<file path="config.mk">
export PLATFORM = sky130hd
export DESIGN_NAME = irq_prio_arb
export DESIGN_NICKNAME = d
export VERILOG_FILES = /design/src/rtl/irq_arb_pkg.sv /design/src/rtl/irq_node_bank.sv /design/src/rtl/irq_pick.sv /design/src/rtl/irq_prio_arb.sv
export SDC_FILE = /design/constraint.sdc
export NUM_CORES = 1
export LEC_CHECK = 0
export ABC_CLOCK_PERIOD_IN_PS = 35600
export BUFFER_PORTS_ARGS = -buffer_cell sky130_fd_sc_hd__buf_2
export CAP_MARGIN = 10
export CORE_MARGIN = 2
export CORE_UTILIZATION = 40
export CTS_CLUSTER_SIZE = 10
export DETAILED_ROUTE_END_ITERATION = 6
export HOLD_SLACK_MARGIN = 0.03
export PLACE_DENSITY = 0.54
export SETUP_SLACK_MARGIN = 0.1
export SYNTH_ARGS = -nofsm -noshare
export SYNTH_HDL_FRONTEND = slang
export SYNTH_SLANG_ARGS = --single-unit
export TNS_END_PERCENT = 100
</file>
<file path="constraint.sdc">
create_clock -name clk -period 35.6 [get_ports clk]
set_input_delay 5.34 -clock clk [delete_from_list [all_inputs] [get_ports clk]]
set_output_delay 5.34 -clock clk [all_outputs]
set_load 0.05 [all_outputs]
</file>
<file path="src/rtl/irq_arb_pkg.sv">
package irq_arb_pkg;
  localparam int LVL_W  = 4;
  localparam int GRP_W  = 2;
  localparam int KEY_W  = 1 + GRP_W;
  localparam int REG_W  = 16;
  localparam int CTRL_W = 3 + LVL_W + GRP_W;

  typedef struct packed {
    logic             gx;
    logic             ir;
    logic             en;
    logic [LVL_W-1:0] lvl;
    logic [GRP_W-1:0] grp;
  } node_ctrl_t;

  function automatic logic [LVL_W+KEY_W-1:0] rank_of(node_ctrl_t c);
    return {c.lvl, c.gx, c.grp};
  endfunction
endpackage

</file>
<file path="src/rtl/irq_node_bank.sv">
module irq_node_bank
  import irq_arb_pkg::*;
#(
  parameter int NODES = 8,
  localparam int IDX_W = (NODES > 1) ? $clog2(NODES) : 1
) (
  input  logic             clk,
  input  logic             rst,
  input  logic [NODES-1:0] src_req,
  input  logic             wr_en,
  input  logic [IDX_W-1:0] wr_idx,
  input  node_ctrl_t       wr_val,
  input  logic             cpu_ack,
  input  logic [IDX_W-1:0] cpu_ack_idx,
  input  logic             chan_ack,
  input  logic [IDX_W-1:0] chan_ack_idx,
  input  logic             chan_keep,
  output node_ctrl_t       ctrl [NODES]
);
  node_ctrl_t nxt [NODES];

  // Order of effects: software write, then acknowledge clears, then source set.
  always_comb begin
    for (int i = 0; i < NODES; i++) begin
      nxt[i] = ctrl[i];
      if (wr_en && wr_idx == IDX_W'(i)) nxt[i] = wr_val;
      if (ctrl[i].en &&
          ((cpu_ack && cpu_ack_idx == IDX_W'(i)) ||
           (chan_ack && !chan_keep && chan_ack_idx == IDX_W'(i))))
        nxt[i].ir = 1'b0;
      if (src_req[i]) nxt[i].ir = 1'b1;
    end
  end

  always_ff @(posedge clk) begin
    for (int i = 0; i < NODES; i++) begin
      if (rst) ctrl[i] <= '0;
      else     ctrl[i] <= nxt[i];
    end
  end
endmodule

</file>
<file path="src/rtl/irq_pick.sv">
module irq_pick
  import irq_arb_pkg::*;
#(
  parameter int NODES = 8,
  localparam int IDX_W = (NODES > 1) ? $clog2(NODES) : 1,
  localparam int RK_W  = LVL_W + KEY_W
) (
  input  node_ctrl_t       ctrl [NODES],
  output logic             found,
  output logic [IDX_W-1:0] win_idx,
  output logic [LVL_W-1:0] win_lvl,
  output logic             dup
);
  logic [NODES-1:0] cand;
  logic [RK_W-1:0]  rank [NODES];
  logic [RK_W-1:0]  best;

  for (genvar g = 0; g < NODES; g++) begin : g_cand
    assign cand[g] = ctrl[g].en & ctrl[g].ir;
    assign rank[g] = rank_of(ctrl[g]);
  end

  // Strict compare while scanning upward keeps the lowest index on a tie.
  always_comb begin
    found   = 1'b0;
    best    = '0;
    win_idx = '0;
    for (int i = 0; i < NODES; i++) begin
      if (cand[i] && (!found || rank[i] > best)) begin
        found   = 1'b1;
        best    = rank[i];
        win_idx = IDX_W'(i);
      end
    end
    win_lvl = best[RK_W-1 -: LVL_W];
  end

  always_comb begin
    dup = 1'b0;
    for (int i = 0; i < NODES; i++)
      if (cand[i] && rank[i] == best && win_idx != IDX_W'(i)) dup = 1'b1;
  end
endmodule

</file>
<file path="src/rtl/irq_prio_arb.sv">
module irq_prio_arb
  import irq_arb_pkg::*;
#(
  parameter int NODES = 8,
  localparam int IDX_W = (NODES > 1) ? $clog2(NODES) : 1
) (
  input  logic             clk,
  input  logic             rst,
  input  logic [NODES-1:0] src_req,
  input  logic             reg_we,
  input  logic [IDX_W-1:0] reg_addr,
  input  logic [REG_W-1:0] reg_wdata,
  output logic [REG_W-1:0] reg_rdata,
  input  logic [LVL_W-1:0] cpu_lvl,
  input  logic             cpu_ack,
  input  logic [IDX_W-1:0] cpu_ack_idx,
  input  logic             chan_ack,
  input  logic [IDX_W-1:0] chan_ack_idx,
  input  logic             chan_keep,
  output logic             irq_req,
  output logic [IDX_W-1:0] irq_idx,
  output logic [LVL_W-1:0] irq_lvl,
  output logic             cfg_err
);
  node_ctrl_t       ctrl [NODES];
  node_ctrl_t       wr_val;
  logic             found, dup;
  logic [IDX_W-1:0] win_idx;
  logic [LVL_W-1:0] win_lvl;
  logic [NODES-1:0] ir_vec, en_vec;

  assign wr_val = node_ctrl_t'(reg_wdata[CTRL_W-1:0]);

  irq_node_bank #(.NODES(NODES)) bank_i (
    .clk, .rst, .src_req,
    .wr_en(reg_we), .wr_idx(reg_addr), .wr_val,
    .cpu_ack, .cpu_ack_idx, .chan_ack, .chan_ack_idx, .chan_keep,
    .ctrl
  );

  irq_pick #(.NODES(NODES)) pick_i (
    .ctrl, .found, .win_idx, .win_lvl, .dup
  );

  always_comb begin
    for (int i = 0; i < NODES; i++) begin
      ir_vec[i] = ctrl[i].ir;
      en_vec[i] = ctrl[i].en;
    end
  end

  always_ff @(posedge clk) begin
    if (rst) begin
      irq_req   <= 1'b0;
      irq_idx   <= '0;
      irq_lvl   <= '0;
      cfg_err   <= 1'b0;
      reg_rdata <= '0;
    end else begin
      irq_req <= found && (win_lvl > cpu_lvl);
      irq_idx <= found ? win_idx : '0;
      irq_lvl <= found ? win_lvl : '0;
      cfg_err <= found && dup;
      if (int'(reg_addr) < NODES)
        reg_rdata <= {{(REG_W-CTRL_W){1'b0}}, ctrl[reg_addr]};
      else
        reg_rdata <= '0;
    end
  end
endmodule

</file>
==> results of run 1 <==
-- critical path, delay by kind of cell, from the launching register on --
kind            cells  cell delay (ps)
compound gates     28             6220
flops               1              530
simple gates       15             3510
xor+xnor            1              120
fa+ha+maj           7             2170
buf+inv             6              960
mux                 4             1530
-- layout by cell type, fill, tap and decap left out, types with 16 or more instances in the layout --
cell / count
nand2_1: 185
nand2b_1: 16
inv_1: 47
ha_1: 51
nand4_1: 18
o21ai_0: 24
xor2_1: 29
nor2_1: 58
xnor2_1: 38
mux4_2: 18
dfxtp_1: 90
buf_2: 53
mux2i_1: 29
nand3_1: 17
nor3_1: 17
a21oi_1: 102
-- report_power, final --
group	leakage [nW]	switching, mW	internal [mW]
clock	0.156	0.0457	0.0623
sequential	0.730	0.00578	0.103
combinational	2.36	0.0226	0.0142
-- layout make-up --
type | instances | area, µm²
inverter | 47 | 176
fill | 1944 | 10400
clock buffer | 9 | 225
sequential | 90 | 1800
tap | 234 | 293
multi-input combinational | 783 | 5340
timing repair buffer | 63 | 340
clock inverter | 6 | 98.8
-- flip-flops by register name, indices dropped and copies added (netlist names) --
| register | flops |
|---|---|
| irq_lvl | 4 |
| cfg_err | 1 |
| irq_req | 1 |
| irq_idx | 3 |
| bank_i.ctrl | 72 |
| reg_rdata | 9 |
-- worst min path at each step --
| stage | start | end |
|---|---|---|
| after floorplan | bank_i.ctrl[6] | bank_i.ctrl[6] |
| after global placement | bank_i.ctrl[6] | bank_i.ctrl[6] |
| after detailed placement | bank_i.ctrl[33] | bank_i.ctrl[33] |
| after CTS | bank_i.ctrl[6] | bank_i.ctrl[6] |
| after global routing | bank_i.ctrl[33] | bank_i.ctrl[33] |
| final | bank_i.ctrl[6] | bank_i.ctrl[6] |
-- cell usage after synthesis, types with 5 or more instances --
cell and instances:
nor2_1 58, xor2_1 29, a22oi_1 7, nor3_1 17, a21oi_1 102, ha_1 51, nor2b_1 12, nand4_1 18
buf_2 5, nor4_1 11, o211ai_1 7, nand2_1 185, mux4_2 18, mux2i_1 29, nand2b_1 16, buf_4 9
inv_1 47, clkbuf_1 32, buf_1 15, nand3_1 17, a211oi_1 10, a31oi_1 10, mux2_2 15, o22ai_1 9
a21o_1 5, dfxtp_1 90, o21ai_0 24, xnor2_1 38
-- per-stage QoR --
stage          power (mW)  area (µm²)  worst slack [ps]  hold slack [ps]
5_1_grt             0.262        8280             19360              557
4_1_cts             0.254        8280             20610              520
3_5_place_dp        0.147        7960             20670              511
6_report            0.254        8280             20440              516
2_1_floorplan       0.137        7610             22450              460
3_3_place_gp        0.147        7960             20650              497
-- per-layer routing --
layer  up-vias  GRT usage, %
met5         -             0
met4         0          6.84
met3        35          3.68
met2       302          43.2
met1      3426          37.5
li1       3511             -
-- logic make-up after synthesis --
kind of cell,Yosys count
AOI/OAI and AO/OA,230
xor gates and xnor gates,67
adders and majority gates,51
buffers and inverters,112
DFF,90
muxes,63
other,1
and+or+nand+nor,365
==> flow_metrics.tcl, run 1 <==
set metrics [dict create \
    status "finished clean" \
    power_density_mw_per_mm2 30.6 \
    synth-edff-count 0 \
    async_flop_share_pct 0 \
    port-buffer-count 53 \
    dr_wl_met3_um 1860 \
    rsz0062_at_grt "no" \
    path_max_fanout 24 \
    clkLatencyLatePin_ps 360 \
    max_cap_violations 0 \
    wl_um 26300 \
    grt_pass1_vias 6821 \
    slew_headroom_pct 34.5 \
    crit_path_top_delay_cell "o311ai_2" \
    post-route-util_pct 44.4 \
    first_pass_iters 5 \
    clock_skew_ps 13.2 \
    die-area_mm2 0.0201 \
    required_ps 35860 \
    vdd_drop_max_mv 0.0305 \
    dp_hpwl_um 19200 \
    fp.coreArea_mm2 0.0186 \
    synthCells 979 \
    start_kind "register" \
    startpoint "bank_i.ctrl[69]" \
    synth_top_family_by_area "simple AND/OR/NAND/NOR gates" \
    diodes 0 \
    whs_path_depth 2 \
    grt_max_degree 83 \
    netlist_area_mm2 0.00759 \
    start_util_pct 40.7 \
    fmaxAchievable_ghz 0.0659 \
    p_leak_nw 3.24 \
    yosys.area_share.simple_pct 22.3 \
    timing.rr.start "bank_i.ctrl[69]" \
    setup_viol 0 \
    synth.top_cells.by_area "dfxtp_1, nand2_1, ha_1" \
    grt_pass1_wl_um 40700 \
    areaGrowthSynthToFinish_pct 9.05 \
    clock-sinks 90 \
    path_class "reg -> reg" \
    hold_buffers 0 \
    synth.ff_latch_count 90 \
    gp_congestion 0.902 \
    finalCritPeriodShare_pct 42.6 \
    routedWlPerCell_um 21.4 \
    min_path_type "reg -> reg" \
    drc 0 \
    synth_area_per_cell_um2 7.76 \
    synthAdderAreaFrac_pct 8.40 \
    cts_tree "yes" \
    routedLengthMet1_um 11900 \
    synth-compound-area-share_pct 19.8 \
    final_cells 1232 \
    slew_viol_final 0 \
    clockRootBuffer "clkbuf_16" \
    ys_warn_count 0 \
    post_cts_buffers 0 \
    tns_ps 0 \
    rrSetupSlack_ps 20440 \
    cpPeakStageDelay_ps 840 \
    worstReg2RegEnd "cfg_err" \
    worst_pin_slew_ps 982 \
    row_count 50 \
    arrival_ps 15420 \
    ctsHtreeMaxLevel 3 \
    highest_layer "met4" \
    synth.top_cell.area_share_pct 23.7 \
    wl_met2_um 12100 \
    synthMuxAreaShare_pct 11.6 \
    reg2reg_depth 61 \
    overflow 0 \
    synth_flop_cell "dfxtp_1" \
    vias 7274 \
    io_pins 68 \
    yosysSeqAreaShare_pct 23.7 \
    drive_gt1_share_pct 14.2 \
    synthDistinctLibCells 78 \
    clk_path_buf_depth 2 \
    antenna_found_initial 0 \
    report.final.hold_viol_count 0 \
    cts_resized 0 \
    placedCellCount 1217 \
    cts_made_buffers 9 \
    track_usage_pct 26.7 \
    synth_xor_area_share_pct 7.73 \
    viasPerCell 5.90 \
    worstSetupEndpoint "cfg_err" \
    fp.dieH_um 142 \
    nets 1088 \
    yosysTopAreaCell "dfxtp_1" \
    drt_iter0_drc 773 \
    clk_pin_slew_ps 70 \
    period_minus_slack_ps 15160 \
    cpMostUsedCell "ha_1" \
    ant_nets 0 \
    end_kind "register" \
    die_x_um 142 \
]
Note: power is estimated with default switching activity, not from simulation.
==> inputs of run 2 (changes only) <==
- ABC_CLOCK_PERIOD_IN_PS: 35600 -> 12700
- PLACE_DENSITY: 0.54 -> 0.57
- clock period: 35.6 -> 12.7 ns (I/O delays scaled with it)
==> flow_metrics.tcl, run 2 (same netlist as run 1, synthesis figures left out) <==
set metrics [dict create \
    largest_register_ffs 72 \
    cpPeakStageDelay_ps 590 \
    grt_pass1_wl_um 41300 \
    max_cap_violations 0 \
    arrival_ps 12430 \
    mostFrequentLayoutCell "nand2_1" \
    hold_buffers 0 \
    vias 7781 \
    io_pins 68 \
    clk_pin_slew_ps 70 \
    path_class "reg -> reg" \
    place_ws_ps -400 \
    fp.dieH_um 142 \
    timing.final.ws_setup_ps 476 \
    seqPwrFrac_pct 41.6 \
    fp.coreArea_mm2 0.0186 \
    cts_tree "yes" \
    slew_headroom_pct 25.4 \
    fmaxAchievable_ghz 0.0818 \
    power_density_mw_per_mm2 76.0 \
    diodes 0 \
    clock_skew_ps 14.4 \
    min_path_type "reg -> reg" \
    p_sw_share_pct 29.6 \
    start_kind "register" \
    antenna_found_initial 0 \
    areaGrowthSynthToFinish_pct 26.3 \
    grt_max_degree 83 \
    period_minus_slack_ps 12220 \
    viasPerCell 5.83 \
    path_max_fanout 8 \
    clockRootBuffer "clkbuf_16" \
    report.final.hold_viol_count 0 \
    worst_pin_slew_ps 1110 \
    wl_um 27600 \
    ant_nets 0 \
    mostFrequentLayoutCells "nand2_1, buf_4, a21oi_1" \
    start_util_pct 40.7 \
    drc 0 \
    top_regs "bank_i.ctrl: 72 flops, reg_rdata: 9 flops, irq_lvl: 4 flops" \
    final_area_mm2 0.00959 \
    multiInputGateArea_mm2 0.00583 \
    clkPwrFrac_pct 42.0 \
    whs_ps 511 \
    p_leak_nw 3.85 \
    drive_gt1_share_pct 27.9 \
    end_kind "register" \
    grt_pass1_vias 7293 \
    gp_congestion 0.905 \
    switchingPower_mw 0.215 \
    final_cells 1334 \
    rrSetupSlack_ps 480 \
    row_count 50 \
    clk_path_buf_depth 2 \
    cpMostUsedCell "buf_4" \
    tns_ps 0 \
    cts_made_buffers 9 \
    drt_iter0_drc 717 \
    slew_viol_final 0 \
    vdd_drop_max_mv 0.0706 \
    placedCellCount 1290 \
    die-area_mm2 0.0201 \
    status "finished clean" \
    track_usage_pct 26.9 \
    dp_hpwl_um 20100 \
    finalCritPeriodShare_pct 96.2 \
    crit_path_top_delay_cell "or4_4" \
    comb_power_share_pct 16.4 \
    seq_area_mm2 0.00180 \
    clkLatencyLatePin_ps 360 \
    regMostFlops "bank_i.ctrl" \
    postPlaceCellArea_mm2 0.00851 \
    die_x_um 142 \
    overflow 0 \
    nets 1189 \
    port-buffer-count 53 \
    clock-sinks 90 \
    ctsHtreeMaxLevel 3 \
    first_pass_iters 5 \
    post-route-util_pct 51.4 \
    n_fill_cell 1812 \
    setup_viol 0 \
    intPower_mw 0.513 \
    routedWlPerCell_um 20.7 \
    finalPower_mw 0.729 \
    required_ps 12910 \
]
-- run 2: changes by cell type in the layout (fill, tap and decap cells not counted), sizes merged --
cell / before / now
clkbuf: 9 / 10
buf: 63 / 164
clkinvlp: 1 / 2
clkinv: 1 / 0
-- run 2: layer usage --
metal / global-route usage, % / vias up / wire length [µm]
li1: - / 3703 / -
met1: 36.8 / 3649 / 12000
met2: 42.2 / 375 / 12300
met3: 6.55 / 54 / 2590
met4: 8.00 / 0 / 744
met5: 0 / - / 0
-- run 2: worst max-delay path, delay by kind of cell, from the launching register on --
family | cells | cell delay (ps)
compound gates | 26 | 4590
simple gates | 18 | 2730
fa+ha+maj | 7 | 1660
buf+inv | 12 | 1610
mux | 4 | 1120
flops | 1 | 330
-- run 2: what timing repair did --
item,4_1_cts,5_1_grt
gates resized for setup,8,97
setup buffers,5,23
pin swaps,3,49
hold endpoints to repair,0,0
endpoints found under the setup margin,2,7
-- run 2: cell type report --
| cell class | instances | area share (%) |
|---|---|---|
| Clock inverter | 6 | 1.02 |
| Multi-Input combinational cell | 783 | 60.8 |
| Clock buffer | 10 | 2.39 |
| Inverter | 47 | 1.84 |
| Sequential cell | 90 | 18.8 |
| Timing Repair Buffer | 164 | 12.1 |
| Tap cell | 234 | 3.05 |
-- run 2: final timing paths --
kind	from	endpoint	cells past startpoint
max reg2reg	bank_i.ctrl[70]	cfg_err	67
min reg2reg	bank_i.ctrl[33]	bank_i.ctrl[33]	2
min	bank_i.ctrl[33]	bank_i.ctrl[33]	2
max	bank_i.ctrl[70]	cfg_err	67
-- run 2: power groups by stage --
stage	sequential, mW	combinational (mW)	clock (mW)
after floorplan	0.304	0.0797	0
after detailed placement	0.308	0.110	0
after CTS	0.301	0.112	0.306
after global routing	0.303	0.131	0.317
final	0.303	0.120	0.306
after global placement	0.308	0.109	0
